--- src/rtl/dli_pkg.sv ---
package dli_pkg;

    typedef enum logic [2:0] {
        SRC_IDLE,
        SRC_RESTORE,
        SRC_CLEAR,
        SRC_LOAD,
        SRC_COUNT
    } lag_src_e;

    localparam int SIDES = 2;
    localparam int SIDE_RIGHT = 0;
    localparam int SIDE_LEFT  = 1;

endpackage

--- src/rtl/dli_side.sv ---
module dli_side
    import dli_pkg::*;
#(
    parameter int LAG_W = 4
) (
    input  logic             clk,
    input  logic             rst,
    input  logic             restore_i,
    input  logic [LAG_W-1:0] restore_val_i,
    input  logic             clear_i,
    input  logic             load_i,
    input  logic [LAG_W-1:0] load_val_i,
    output logic [LAG_W-1:0] lag_o,
    output logic             issue_o
);

    typedef struct packed {
        logic [LAG_W-1:0] lag;
    } side_st_t;

    side_st_t st_d, st_q;
    lag_src_e src;

    always_comb begin
        st_d = st_q;
        src  = SRC_IDLE;
        if (restore_i)
            src = SRC_RESTORE;
        else if (clear_i)
            src = SRC_CLEAR;
        else if (st_q.lag == '0 && load_i)
            src = SRC_LOAD;
        else if (st_q.lag != '0)
            src = SRC_COUNT;

        case (src)
            SRC_RESTORE: st_d.lag = restore_val_i;
            SRC_CLEAR:   st_d.lag = '0;
            SRC_LOAD:    st_d.lag = load_val_i;
            SRC_COUNT:   st_d.lag = st_q.lag - LAG_W'(1);
            default:     st_d.lag = st_q.lag;
        endcase
    end

    always_ff @(posedge clk) begin
        if (rst)
            st_q <= '0;
        else
            st_q <= st_d;
    end

    assign lag_o   = st_q.lag;
    assign issue_o = (st_q.lag == '0);

    // a stalled side counts down by exactly one
    a_r3_countdown: assert property (@(posedge clk) disable iff (rst)
        (lag_o != '0 && !restore_i && !clear_i) |=> (lag_o == $past(lag_o) - LAG_W'(1)));

    // a load presented while stalled never lands
    a_r5_stall_ignore: assert property (@(posedge clk) disable iff (rst)
        (lag_o > LAG_W'(1) && load_i && !restore_i && !clear_i && load_val_i != lag_o - LAG_W'(1))
        |=> (lag_o != $past(load_val_i)));

    // a load while issuing takes effect on the next edge
    a_r4_load: assert property (@(posedge clk) disable iff (rst)
        (issue_o && load_i && !restore_i && !clear_i) |=> (lag_o == $past(load_val_i)));

endmodule

--- src/rtl/dli_save_stack.sv ---
module dli_save_stack #(
    parameter int ENTRY_W = 8,
    parameter int DEPTH   = 8
) (
    input  logic               clk,
    input  logic               rst,
    input  logic               push_i,
    input  logic               pop_i,
    input  logic [ENTRY_W-1:0] push_data_i,
    output logic [ENTRY_W-1:0] pop_data_o,
    output logic               push_ok_o,
    output logic               pop_ok_o,
    output logic               err_o
);

    localparam int CW = $clog2(DEPTH + 1);
    localparam int IW = (DEPTH > 1) ? $clog2(DEPTH) : 1;

    typedef struct packed {
        logic [DEPTH-1:0][ENTRY_W-1:0] mem;
        logic [CW-1:0]                 cnt;
        logic                          err;
    } stk_st_t;

    stk_st_t st_d, st_q;
    logic    full, empty;
    logic [IW-1:0] top_idx;
    logic [IW-1:0] wr_idx;

    assign full    = (st_q.cnt == CW'(DEPTH));
    assign empty   = (st_q.cnt == '0);
    assign top_idx = IW'(st_q.cnt - CW'(1));
    assign wr_idx  = IW'(st_q.cnt);

    always_comb begin
        st_d      = st_q;
        push_ok_o = push_i && !full;
        pop_ok_o  = pop_i && !push_i && !empty;

        if (push_ok_o) begin
            st_d.mem[wr_idx] = push_data_i;
            st_d.cnt         = st_q.cnt + CW'(1);
        end else if (pop_ok_o) begin
            st_d.cnt = st_q.cnt - CW'(1);
        end

        if ((push_i && full) || (pop_i && !push_i && empty))
            st_d.err = 1'b1;
    end

    always_ff @(posedge clk) begin
        if (rst)
            st_q <= '0;
        else
            st_q <= st_d;
    end

    assign pop_data_o = st_q.mem[top_idx];
    assign err_o      = st_q.err;

    // overflow leaves the depth untouched and flags the error
    a_r8_full_push: assert property (@(posedge clk) disable iff (rst)
        (push_i && full) |=> (st_q.cnt == $past(st_q.cnt) && err_o));

    // underflow leaves the depth untouched and flags the error
    a_r8_empty_pop: assert property (@(posedge clk) disable iff (rst)
        (pop_i && !push_i && empty) |=> (st_q.cnt == '0 && err_o));

    // the error flag never drops outside reset
    a_r9_err_sticky: assert property (@(posedge clk) disable iff (rst)
        err_o |=> err_o);

    // a good pop shrinks the stack by one
    a_r7_pop_depth: assert property (@(posedge clk) disable iff (rst)
        (pop_i && !push_i && !empty) |=> (st_q.cnt == $past(st_q.cnt) - CW'(1)));

endmodule

--- src/rtl/dual_lag_issue.sv ---
module dual_lag_issue
    import dli_pkg::*;
#(
    parameter int LAG_W = 4,
    parameter int DEPTH = 8
) (
    input  logic             clk,
    input  logic             rst,
    input  logic             ld_left_i,
    input  logic [LAG_W-1:0] lag_left_i,
    input  logic             ld_right_i,
    input  logic [LAG_W-1:0] lag_right_i,
    input  logic             call_i,
    input  logic             ret_i,
    output logic             issue_left_o,
    output logic             issue_right_o,
    output logic [LAG_W-1:0] lag_left_o,
    output logic [LAG_W-1:0] lag_right_o,
    output logic             stack_err_o
);

    localparam int ENTRY_W = SIDES * LAG_W;

    logic [SIDES-1:0]            ld_vec;
    logic [SIDES-1:0][LAG_W-1:0] val_vec;
    logic [SIDES-1:0][LAG_W-1:0] lag_vec;
    logic [SIDES-1:0]            iss_vec;
    logic [ENTRY_W-1:0]          push_data, pop_data;
    logic                        push_ok, pop_ok, pop_req;

    assign ld_vec[SIDE_LEFT]   = ld_left_i;
    assign ld_vec[SIDE_RIGHT]  = ld_right_i;
    assign val_vec[SIDE_LEFT]  = lag_left_i;
    assign val_vec[SIDE_RIGHT] = lag_right_i;

    assign pop_req   = ret_i && !call_i;
    assign push_data = lag_vec;

    dli_save_stack #(
        .ENTRY_W (ENTRY_W),
        .DEPTH   (DEPTH)
    ) u_stack (
        .clk         (clk),
        .rst         (rst),
        .push_i      (call_i),
        .pop_i       (pop_req),
        .push_data_i (push_data),
        .pop_data_o  (pop_data),
        .push_ok_o   (push_ok),
        .pop_ok_o    (pop_ok),
        .err_o       (stack_err_o)
    );

    for (genvar g = 0; g < SIDES; g++) begin : g_side
        dli_side #(
            .LAG_W (LAG_W)
        ) u_side (
            .clk           (clk),
            .rst           (rst),
            .restore_i     (pop_ok),
            .restore_val_i (pop_data[g*LAG_W +: LAG_W]),
            .clear_i       (push_ok),
            .load_i        (ld_vec[g]),
            .load_val_i    (val_vec[g]),
            .lag_o         (lag_vec[g]),
            .issue_o       (iss_vec[g])
        );
    end

    assign lag_left_o    = lag_vec[SIDE_LEFT];
    assign lag_right_o   = lag_vec[SIDE_RIGHT];
    assign issue_left_o  = iss_vec[SIDE_LEFT];
    assign issue_right_o = iss_vec[SIDE_RIGHT];

    // an accepted call leaves both sides issuing
    a_r6_call_clears: assert property (@(posedge clk) disable iff (rst)
        push_ok |=> (issue_left_o && issue_right_o));

    // a simultaneous call and return never restores
    a_r10_call_wins: assert property (@(posedge clk) disable iff (rst)
        (call_i && ret_i) |-> !pop_ok);

    // issue matches a zero lag on each side
    a_r2_issue_match: assert property (@(posedge clk) disable iff (rst)
        (issue_left_o == (lag_left_o == '0)) && (issue_right_o == (lag_right_o == '0)));

endmodule

--- config.mk ---
export PLATFORM = sky130hd
export DESIGN_NAME = dual_lag_issue
export DESIGN_NICKNAME = d
export VERILOG_FILES = /design/src/rtl/dli_pkg.sv /design/src/rtl/dli_side.sv /design/src/rtl/dli_save_stack.sv /design/src/rtl/dual_lag_issue.sv
export SDC_FILE = /design/constraint.sdc
export NUM_CORES = 1
export LEC_CHECK = 0
export BUFFER_PORTS_ARGS = -buffer_cell sky130_fd_sc_hd__buf_2
export CORE_ASPECT_RATIO = 0.5
export CORE_UTILIZATION = 45
export DETAILED_ROUTE_END_ITERATION = 12
export SLEW_MARGIN = 25
export SYNTH_ARGS = -nofsm -noshare
export SYNTH_HDL_FRONTEND = slang
export SYNTH_SLANG_ARGS = --single-unit
--- constraint.sdc ---
create_clock -name clk -period 3.3 [get_ports clk]
set_input_delay 0.495 -clock clk [delete_from_list [all_inputs] [get_ports clk]]
set_output_delay 0.495 -clock clk [all_outputs]
set_load 0.05 [all_outputs]
# Word level (Yosys, flattened, before mapping)
# Cells that the tools add are included.
# totals
reg_bits,77
latch_bits,0
ramBits,0
rom_bits,0
inputBits,14
out_inout_bits,11
wordCells,66
mem_count,0
# classes
addsub,4
mul,0
div,0
n_lt_le_gt_ge,3
n_eq_ne,9
shifts,0
muxes,17
n_bitwise,0
n_reduce_logical,21
# op_table
op,count
$bwmux W64,1
$pmux W4 S4,2
$bmux W8 S3,1
$demux W8 S3,1
$mux W3,8
$mux W8,2
$reduce_bool A4 Y1,4
$eq A3 B2 Y1 const B,4
$logic_not A4 Y1,3
$sub A4 B1 Y4 const B,3
$logic_and A1 B1 Y1,9
$lt A3 B4 Y1 const B,2
$mux W4,2
$eq A3 B1 Y1 const B,2
$eq A3 B3 Y1 const B,2
$add A4 B1 Y4 const B,1
$eq A4 B4 Y1 const B,1
$ge A3 B1 Y1 const B,1
$logic_not A1 Y1,3
$reduce_bool A2 Y1,1
$logic_or A1 B1 Y1,1

# Logic depth before layout (Yosys ltp)
# depth
word_depth,7
mapped_depth,10

# Hierarchy
# Synthesis repeated with hierarchy kept, for this count alone.
# hier_totals
hier_cells,409
hier_area_um2,3920.0
# by_module_without_submodules
mod,n_inst,cells_each,area_each_um2
dli_save_stack,1,330,3248.1
dli_side,2,39,329.1
dual_lag_issue,1,1,13.8

# Worst setup path after synthesis
# Ideal clock, no wire load.
# synth_timing
path_kind,reg-to-reg
start,"register g_side[1].u_side.st_q, in the netlist g_side[1].u_side.lag_o[0]"
end,"register g_side[1].u_side.st_q, in the netlist g_side[1].u_side.lag_o[0]"
setup_time_ns,0.124
arrival_time_ns,2.857
path_slack_ns,0.318
path_stages_with_launch,8
period_less_slack_ns,2.982
cell_sequence,dfxtp_1 > clkbuf_1 > inv_1 > ha_1 > nor3b_1 > o211ai_1 > o2111ai_1 > o21ai_1
# synth_via
elab_chain_cells,7
word_cells_on_any_way,14
cone_classes,1 x add/sub; 4 x eq/ne; 5 x mux; 4 x reduce/logical
# synth_rtl
item,line,source
"start, declared",dli_side.sv:21,"side_st_t st_d, st_q;"
"start signal, assigned",dli_side.sv:49,st_q <= st_d;
$logic_not A4 Y1 *,-,
named net issue_left_o,dual_lag_issue.sv:15,"output logic issue_left_o,"
$logic_and A1 B1 Y1 *,dli_side.sv:31,else if (st_q.lag == '0 && load_i)
$mux W3 *,dli_side.sv:31,
$mux W3 *,dli_side.sv:29,else if (clear_i)
$mux W3 *,dli_side.sv:27,if (restore_i)
"$eq A3 B3 Y1, or another cell as far along",dli_side.sv:36,case (src)
$pmux W4 S4 or $reduce_bool A4 Y1 (tied branches),-,
# The timed path passes the listed nets; every way through them passes the cells marked *.
# A chain may end at the register's enable or synchronous reset.

# Final worst setup path
# layout_timing
start,register u_stack.st_q[2] in the netlist's numbering
end,"register g_side[0].u_side.st_q, in the netlist g_side[0].u_side.lag_o[1]"
# layout_via
elab_chain_cells,7
word_cells_on_any_way,17
cone_classes,1 x add/sub; 5 x eq/ne; 5 x mux; 6 x reduce/logical
# layout_rtl
item,line,source
"start, declared",dli_save_stack.sv:25,"stk_st_t st_d, st_q;"
"start signal, assigned",dli_save_stack.sv:55,st_q <= st_d;
branches (longest 7 deep; another with $sub A4 B1 Y4),-,
"end signal, assigned",dli_side.sv:49,
"end, declared",dli_side.sv:21,
# Several ways; the timed one is not identified. The select of a mux whose other input is x is not followed.

==> impl_metrics.yaml <==
run_status:
  outcome: "finished, final reports clean"
cts:
  total_cts_buffers: 9
  postCtsSetupBuffers: 0
  max_h_tree_level: 3
  cts_hold_repair.buffers: 0
  post_cts_resize_count: 0
  cts_tree: "yes"
  clock_latency_ps: 330
  clock_sink_count: 77
  cts_max_path_buffers: 2
  cts-root-buf: "sky130_fd_sc_hd__clkbuf_16"
  clk_pin_slew_ps: 60
sta:
  final-hold-violation-count: 0
  timing.final.max_slew_violations: 0
  setup_viol: 0
  grt_setup_unrepaired: "no"
  tightestPinTransition_ps: 728
  timing.fmax_ghz: 0.389
  period_share_pct: 78.0
  tns_ps: 0
  final_period_minus_worst_setup_slack_ps: 2570
  slew_headroom_pct: 51.5
  clock-skew-final_ps: 8.14
critical_path:
  critical_path.startpoint: "u_stack.st_q[2]"
  critical_path_class: "flip-flop to flip-flop"
  worst_r2r_path_depth: 5
  crit_path_start_kind: "flip-flop"
  crit_fanout: 14
  rr_startpoint: "u_stack.st_q[2]"
  arrival_ps: 2800
  worst_setup_end_kind: "flip-flop"
  worstPathRequired_ps: 3520
floorplan:
  chipWidth_um: 134
  floorplan.die.height_um: 68.2
  ioPinCount: 25
  design.die.area_um2: 9160
  core_region_area_um2: 8230
  num_rows: 23
  effective_utilization_at_floorplan_pct: 47.9
routing:
  drtPass1Iterations: 4
  totalWireLength_um: 10100
  vias_per_cell: 5.69
  dr_vias: 3235
  wl_per_cell_um: 17.8
  detail-route-antenna-nets: 0
  drc_errors: 0
  drtIter0Drc: 226
global_routing:
  grt_overflow: 0
  grt_pass1_vias: 2931
  grt_first_pass_wirelength_um: 15900
  grt_max_degree: 71
  grt_antenna_before_repair: 0
  grt_total_usage_pct: 23.8
yosys:
  yosys_register_bits: 77
  syn_std_cell_area_um2: 3940
  synth_seq_area_share_pct: 39.1
  yosys.cell_types.count: 53
  mappedNetlistNets: 467
  yosys_most_used_dff: "sky130_fd_sc_hd__dfxtp_1"
  synth_edf_count: 0
  async_sr_flop_fraction_pct: 0
  syn_avg_cell_area_um2: 8.81
  syn-instance-count: 447
  synth-warning-count: 0
power:
  fin_total_pwr_uw: 3070
  power.density_cell_area_nw_per_um2: 700
  vdd_ir_drop_max_v: 0.000316
  total_leakage_power_uw: 0.00170
flow_run:
  max-cap-violations: 0
place:
  port-buffer-count: 24
  post_dp_cell_area_um2: 4080
  routabilityCongestion: 0.778
  post-dp-hpwl_um: 6700
finish:
  multi_input_area_um2: 2220
  synthToLayoutAreaGrowth_pct: 11.3
  nets: 472
  ff_latch_area_um2: 1540
  n_fill_cell: 739
  final_layout_size_suffix_gt1_share_pct: 13.6
  diode_count: 0
  final_cell_area_um2: 4390
worst_hold_path:
  hold-path-cell-count: 2
  hold_path.startpoint: "u_stack.st_q[39]"
  hp-class: "flip-flop to flip-flop"
[area by class of cell]
class / instances / share of cell area [%]
multi-input combinational: 329 / 50.6
tap: 112 / 3.19
timing repair buffer: 29 / 3.59
clock inverter: 5 / 1.37
inverter: 6 / 0.513
clock buffer: 11 / 5.53
sequential: 77 / 35.2
[power by group]
part | leakage (µW) | total [µW] | internal, µW | switching, µW
registers | 0.000622 | 1070 | 975 | 97.0
clock network | 0.000146 | 992 | 608 | 385
logic | 0.000933 | 1010 | 384 | 623
[kinds of logic (layout without fill, tap and decap cells)]
logic type      after synthesis  count (layout)  synth area share, %
buf+inv                      41              51                 4.51
simple gates                189             189                 24.3
flops                        77              77                 39.1
compound gates               64              64                 9.84
fa+ha+maj                     6               6                 1.91
xor+xnor                      4               4                 1.37
mux                          66              66                 18.9
[critical path, cell delays in order (launching register included)]
cell and delay (ps):
sky130_fd_sc_hd__dfxtp_1 570, sky130_fd_sc_hd__inv_1 150, sky130_fd_sc_hd__ha_1 680, sky130_fd_sc_hd__mux4_2 570, sky130_fd_sc_hd__mux2_1 300, sky130_fd_sc_hd__o211a_1 200
[cells in the final DEF, fill, tap and decap left out, types with 2 or more instances in the layout]
cell type and count:
sky130_fd_sc_hd__o2111ai_1 2, sky130_fd_sc_hd__clkbuf_16 9, sky130_fd_sc_hd__o21ai_1 4, sky130_fd_sc_hd__o22a_1 2, sky130_fd_sc_hd__mux4_2 6, sky130_fd_sc_hd__o31ai_1 2, sky130_fd_sc_hd__xnor2_1 2, sky130_fd_sc_hd__and4_1 2
sky130_fd_sc_hd__nor3_2 3, sky130_fd_sc_hd__nor3b_1 17, sky130_fd_sc_hd__nand2b_1 4, sky130_fd_sc_hd__nand3_2 3, sky130_fd_sc_hd__dfxtp_1 76, sky130_fd_sc_hd__buf_4 5, sky130_fd_sc_hd__o211a_1 2, sky130_fd_sc_hd__nor3_1 10
sky130_fd_sc_hd__nor2b_1 4, sky130_fd_sc_hd__o211ai_1 3, sky130_fd_sc_hd__mux2_1 7, sky130_fd_sc_hd__buf_2 24, sky130_fd_sc_hd__nor2_1 38, sky130_fd_sc_hd__ha_1 6, sky130_fd_sc_hd__nand3b_1 12, sky130_fd_sc_hd__clkinv_4 2
sky130_fd_sc_hd__a31oi_1 2, sky130_fd_sc_hd__nand4_1 6, sky130_fd_sc_hd__nand3_1 8, sky130_fd_sc_hd__nand2_1 75, sky130_fd_sc_hd__inv_1 5, sky130_fd_sc_hd__a21oi_1 38, sky130_fd_sc_hd__mux2i_1 52
[path summary, 6_finish.rpt]
path | end | slack (ps)
max | g_side[0].u_side.lag_o[1] | 730
min | u_stack.st_q[39] | 450
max reg2reg | g_side[0].u_side.lag_o[1] | 730
min reg2reg | u_stack.st_q[39] | 450
[synthesized netlist by cell type, drive strengths merged, types with 3 or more instances]
cell type,n,area (µm²)
mux4,6,135
nand2,75,282
inv,6,22.5
a21oi,39,199
nand4,6,37.5
dfxtp,77,1540
ha,6,75.1
nor3b,18,140
o21ai,5,25.0
nor2,38,143
nor2b,4,25.0
o211ai,3,22.5
nand3b,12,90.1
buf,12,67.6
clkbuf,23,87.6
nor3,13,80.1
xnor2,3,45.1
mux2i,52,521
nand3,11,70.1
mux2,8,90.1
nand2b,4,25.0
[metrics by stage]
stage	hold WS (ps)	setup WS [ps]	utilization [%]	std cells
floorplan	431	318	-	447
CTS	453	743	53.3	569
global route	472	558	53.3	569
global placement	439	813	49.6	553
finish	453	726	53.3	569
detailed placement	445	749	49.6	553
[state kept, by name, summed over array words and instances, names as in the netlist]
signal and count:
u_stack.st_q 68, g_side.u_side.lag_o 8, u_stack.err_o 1
[routing by layer]
metal,wire (µm),track usage [%],vias up
met3,588,4.96,14
met1,5060,33.2,1532
met5,0,0,-
met2,4340,36.6,112
met4,121,8.43,0
li1,-,-,1577
No activity file was read; power rests on OpenSTA's default activity.
